## src/rtl/spkr_pkg.sv

```systemverilog
package spkr_pkg;
  localparam int PORT_W   = 8;
  localparam int GATE_BIT = 0;
  localparam int SPK_BIT  = 1;
  localparam int REFR_BIT = 4;
  localparam int TMR_BIT  = 5;
endpackage

```

## src/rtl/spkr_ctl_reg.sv

```systemverilog
module spkr_ctl_reg (
  input  logic clk,
  input  logic rst,
  input  logic wr_fire,
  input  logic gate_in,
  input  logic spk_in,
  output logic gate_q,
  output logic spk_q
);
  always_ff @(posedge clk) begin
    if (rst) begin
      gate_q <= 1'b0;
      spk_q  <= 1'b0;
    end else if (wr_fire) begin
      gate_q <= gate_in;
      spk_q  <= spk_in;
    end
  end
endmodule

```

## src/rtl/spkr_refresh_tog.sv

```systemverilog
module spkr_refresh_tog #(
  parameter bit EDGE_ONLY = 1'b1
) (
  input  logic clk,
  input  logic rst,
  input  logic rd_qual,
  output logic rd_fire,
  output logic tog_q
);
  generate
    if (EDGE_ONLY) begin : g_edge
      logic seen_q;
      always_ff @(posedge clk) begin
        if (rst) seen_q <= 1'b0;
        else     seen_q <= rd_qual;
      end
      assign rd_fire = rd_qual && !seen_q;
    end else begin : g_level
      assign rd_fire = rd_qual;
    end
  endgenerate

  always_ff @(posedge clk) begin
    if (rst)          tog_q <= 1'b0;
    else if (rd_fire) tog_q <= ~tog_q;
  end
endmodule

```

## src/rtl/spkr_rd_mux.sv

```systemverilog
module spkr_rd_mux
  import spkr_pkg::*;
#(
  parameter int W = PORT_W
) (
  input  logic         rd_qual,
  input  logic         gate_q,
  input  logic         spk_q,
  input  logic         tog_q,
  input  logic         timer_out,
  output logic [W-1:0] rd_data
);
  always_comb begin
    rd_data = '0;
    if (rd_qual) begin
      rd_data[GATE_BIT] = gate_q;
      rd_data[SPK_BIT]  = spk_q;
      rd_data[REFR_BIT] = tog_q;
      rd_data[TMR_BIT]  = timer_out;
    end
  end
endmodule

```

## src/rtl/spkr_status_port.sv

```systemverilog
module spkr_status_port
  import spkr_pkg::*;
#(
  parameter int DATA_W    = PORT_W,
  parameter bit EDGE_ONLY = 1'b1
) (
  input  logic              clk,
  input  logic              rst,
  input  logic              port_sel,
  input  logic              wr_stb,
  input  logic              rd_stb,
  input  logic [DATA_W-1:0] wr_data,
  input  logic              timer_out,
  output logic [DATA_W-1:0] rd_data,
  output logic              timer_gate,
  output logic              spk_enable
);
  logic wr_qual, rd_qual, rd_fire, tog_q;
  logic unused_wbits;

  assign wr_qual      = port_sel && wr_stb;
  assign rd_qual      = port_sel && rd_stb;
  assign unused_wbits = ^wr_data;

  spkr_ctl_reg u_ctl (
    .clk     (clk),
    .rst     (rst),
    .wr_fire (wr_qual),
    .gate_in (wr_data[GATE_BIT]),
    .spk_in  (wr_data[SPK_BIT]),
    .gate_q  (timer_gate),
    .spk_q   (spk_enable)
  );

  spkr_refresh_tog #(.EDGE_ONLY(EDGE_ONLY)) u_tog (
    .clk     (clk),
    .rst     (rst),
    .rd_qual (rd_qual),
    .rd_fire (rd_fire),
    .tog_q   (tog_q)
  );

  spkr_rd_mux #(.W(DATA_W)) u_mux (
    .rd_qual   (rd_qual),
    .gate_q    (timer_gate),
    .spk_q     (spk_enable),
    .tog_q     (tog_q),
    .timer_out (timer_out),
    .rd_data   (rd_data)
  );
endmodule

```

## config.mk

```make
export PLATFORM = sky130hd
export DESIGN_NAME = spkr_status_port
export DESIGN_NICKNAME = d
export VERILOG_FILES = /design/src/rtl/spkr_pkg.sv /design/src/rtl/spkr_ctl_reg.sv /design/src/rtl/spkr_refresh_tog.sv /design/src/rtl/spkr_rd_mux.sv /design/src/rtl/spkr_status_port.sv
export SDC_FILE = /design/constraint.sdc
export NUM_CORES = 1
export LEC_CHECK = 0
export BUFFER_PORTS_ARGS = -buffer_cell sky130_fd_sc_hd__clkbuf_2
export CAP_MARGIN = 5
export CELL_PAD_IN_SITES_DETAIL_PLACEMENT = 1
export CELL_PAD_IN_SITES_GLOBAL_PLACEMENT = 1
export CORE_AREA = 2 2 39 41
export DETAILED_ROUTE_END_ITERATION = 8
export DIE_AREA = 0 0 41 43
export PLACE_DENSITY = 0.71
export SYNTH_ARGS = -nofsm -noshare
export SYNTH_HDL_FRONTEND = slang
export SYNTH_SLANG_ARGS = --single-unit
```

## constraint.sdc

```tcl
create_clock -name clk -period 0.9 [get_ports clk]
set_input_delay 0.045 -clock clk [delete_from_list [all_inputs] [get_ports clk]]
set_output_delay 0.045 -clock clk [all_outputs]
set_load 0.02 [all_outputs]
```

==> reports/metrics.yaml <==
drt:
  detailroute.via_count: 238
  route.antenna.remaining_nets: 0
  initialDrtViolationCount: 4
  wl_um: 576
  remaining_drc_errors: 0
  vias_per_cell: 4.10
  post_drt_wl_per_cell_um: 9.93
  detailedRoute.firstPassIterationCount: 4
pwr:
  power.net_switching_uw: 142
  comb_power_share_pct: 20.0
  peakVddDrop_uv: 375
  power.density_nw_per_um2: 1380
  switching_part_of_the_total_power_pct: 26.8
  pwr-share-clk_pct: 43.2
  pwr-share-seq_pct: 36.7
  internal_power_uw: 387
  cell_leakage_power_nw: 0.200
global_routing:
  grt_start_max_net_pins: 11
  grt-busiest-layer: "met2"
  use_met1_pct: 9.00
  grt_first_pass_wirelength_um: 869
  met3_capacity_usage_during_global_routing_pct: 4.71
  antenna_found_initial: 0
  globalRoute.totalOverflow: 0
  grt.met2_usage_pct: 9.38
  via_count_of_the_first_global_routing_pass: 223
  track_usage_pct: 7.93
critical_path:
  worst_setup_path_startpoint: "u_ctl.spk_q$_SDFFE_PP0P_"
  critPathKind: "flip-flop to output port"
  required_ns: 0.85
  worstPathArrival_ns: 0.84
  crit_path_top_delay_cell: "sky130_fd_sc_hd__dfxtp_2"
  timing.reg2reg.worst_path_depth: 3
  r2r_start: "u_ctl.gate_q$_SDFFE_PP0P_"
  worst-path-max-fanout: 2
  worstPathBufferInverterCount: 1
  reg2reg_to: "u_ctl.gate_q$_SDFFE_PP0P_"
  setup.worst_path.start_class: "flip-flop"
  flop2flop_setup_slack_ns: 0.06
  critical_path.top_delay_family: "flip-flops"
  critical-path-max-stage-delay_ns: 0.31
  worst_setup_path_end_kind: "output port"
  critical_path.cell_chain: "and3_2 > buf_8"
place:
  finalWeightedCongestion: 0.655
  total_half_perimeter_wirelength_after_legalization_and_detailed_placement_um: 416
  io_buffer_count: 13
  dp_slack_ns: 0.0681
yosys:
  synth.distinct_cells: 14
  ys.warnings.count: 0
  synth_largest_area_cell: "sky130_fd_sc_hd__dfxtp_1"
  mappedNetlistArea_um2: 248
  synthCells: 26
  ys_ff_latch: 4
  avgSynthCellArea_um2: 9.53
  synth_top_cells_by_area: "sky130_fd_sc_hd__dfxtp_1, sky130_fd_sc_hd__and3_2, sky130_fd_sc_hd__buf_4, sky130_fd_sc_hd__nand3b_4, sky130_fd_sc_hd__mux2_4"
  yosys.area.top_type_share_pct: 32.3
  synth_seq_area_share_pct: 32.3
finish:
  layout-drive-gt1-share_pct: 66.7
  mostFrequentLayoutCell: "sky130_fd_sc_hd__clkbuf_2"
  core_utilization_of_the_finished_layout_pct: 27.6
  nNetsFinal: 58
  fillers: 169
  layout.cells.most_common_list: "sky130_fd_sc_hd__clkbuf_2, sky130_fd_sc_hd__conb_1, sky130_fd_sc_hd__clkbuf_4, sky130_fd_sc_hd__buf_8, sky130_fd_sc_hd__dfxtp_2"
  area_delta_synth_final_pct: 54.0
  antennaDiodeCount: 0
clock_tree:
  worst_setup_hold_path_clk_slew_ns: 0.04
  cts.sinks: 4
  tritoncts: "done"
  cts_max_level: 1
  root_buffer: "sky130_fd_sc_hd__clkbuf_4"
  worstSkewPairLatency_ns: 0.23
  clock_buffer_count_from_cts: 3
  number_of_buffers_inserted_for_hold_repair_after_clock_tree_synthesis: 0
  cts_buffer_depth: 2
status:
  result_of_the_run: "finished clean"
sta:
  holdWs_ns: 0.0396
  maxSlewViolCount: 0
  report.final.hold_viol_count: 0
  fmaxAchievable_mhz: 1130
  final.min_clock_period_ns: 0.888
  setup_viol: 0
  grt_setup_unrepaired: "true"
  period_share_pct: 98.7
  fin_ws_ns: 0.0117
  clock_skew_ns: 0.0000380
flow_run:
  max_cap_viol_count: 0
floorplan:
  pin_count: 24
  row_count: 14
  initial_utilization_pct: 17.9
  die_y_um: 43
  fp.coreArea_um2: 1380
  dieWidth_um: 41
  fp.dieArea_um2: 1760
min_path:
  min_delay_path_depth: 2
  min-delay-path-class: "input port to flip-flop"
  whs_endpoint: "u_ctl.gate_q$_SDFFE_PP0P_"
  worstHoldStart: "rst"
-- metrics by stage --
step / total power [mW] / TNS, ns / area (um2) / instances
2_1_floorplan: 0.270 / 0 / 259 / 29
3_3_place_gp: 0.285 / 0 / 303 / 53
3_5_place_dp: 0.288 / 0 / 303 / 53
4_1_cts: 0.542 / -0.0498 / 374 / 58
5_1_grt: 0.565 / -0.0585 / 382 / 58
6_report: 0.529 / 0 / 382 / 58
-- layer usage --
layer | wire length [um] | share of wire [%]
met1 | 240 | 42
met4 | 12 | 2.1
met5 | 0 | 0
met2 | 269 | 47
met3 | 54 | 9.4
-- flip-flops by register name, indices dropped and copies added, names as in the netlist --
signal and cells:
u_tog.tog_q 1, u_ctl.gate_q 1, u_tog.g_edge.seen_q 1, u_ctl.spk_q 1
-- Yosys cell counts --
| master | number |
|---|---|
| sky130_fd_sc_hd__and3_2 | 4 |
| sky130_fd_sc_hd__buf_4 | 4 |
| sky130_fd_sc_hd__dfxtp_1 | 4 |
| sky130_fd_sc_hd__a21oi_1 | 2 |
| sky130_fd_sc_hd__nand3_1 | 2 |
| sky130_fd_sc_hd__nor2_1 | 2 |
| sky130_fd_sc_hd__a21bo_1 | 1 |
| sky130_fd_sc_hd__a21bo_2 | 1 |
| sky130_fd_sc_hd__buf_6 | 1 |
| sky130_fd_sc_hd__conb_1 | 1 |
| sky130_fd_sc_hd__mux2_4 | 1 |
| sky130_fd_sc_hd__nand2_1 | 1 |
| sky130_fd_sc_hd__nand3b_4 | 1 |
| sky130_fd_sc_hd__nor2b_1 | 1 |
-- power groups by stage --
stage               registers, mW  logic (mW)  clock network, mW
global placement            0.195      0.0897                  0
global route                0.195       0.115              0.255
CTS                         0.194       0.104              0.243
detailed placement          0.196      0.0916                  0
finish                      0.194       0.106              0.229
floorplan                   0.199      0.0708                  0
-- repair_timing --
item,CTS,global route
setup endpoints to repair,3,3
gates resized for setup,10,4
cloned,0,0
setup buffers,2,0
-- cell type report --
| cell class | instances | area, um2 | share of cell area, % |
|---|---|---|---|
| multi-input cells | 20 | 145 | 38.0 |
| repair buffers | 15 | 110 | 28.9 |
| flip-flops and latches | 4 | 83.8 | 22.0 |
| clock buffers | 3 | 22.5 | 5.90 |
| well taps | 16 | 20.0 | 5.25 |
-- worst max-delay path by stage --
stage	end	depth (start not counted)
2_1_floorplan	u_ctl.gate_q$_SDFFE_PP0P_	2
3_3_place_gp	u_tog.tog_q$_SDFFE_PP0P_	2
3_5_place_dp	u_tog.tog_q$_SDFFE_PP0P_	2
4_1_cts	rd_data[4]	2
5_1_grt	rd_data[4]	2
6_report	rd_data[1]	2
-- cell families after synthesis --
group                  synth area share [%]
DFF                                    32.3
other                                  1.51
AOI/OAI and AO/OA                      12.1
and+or+nand+nor                        31.3
buffers and inverters                  16.7
muxes                                  6.06
Note: power is estimated with default switching activity, not from simulation.
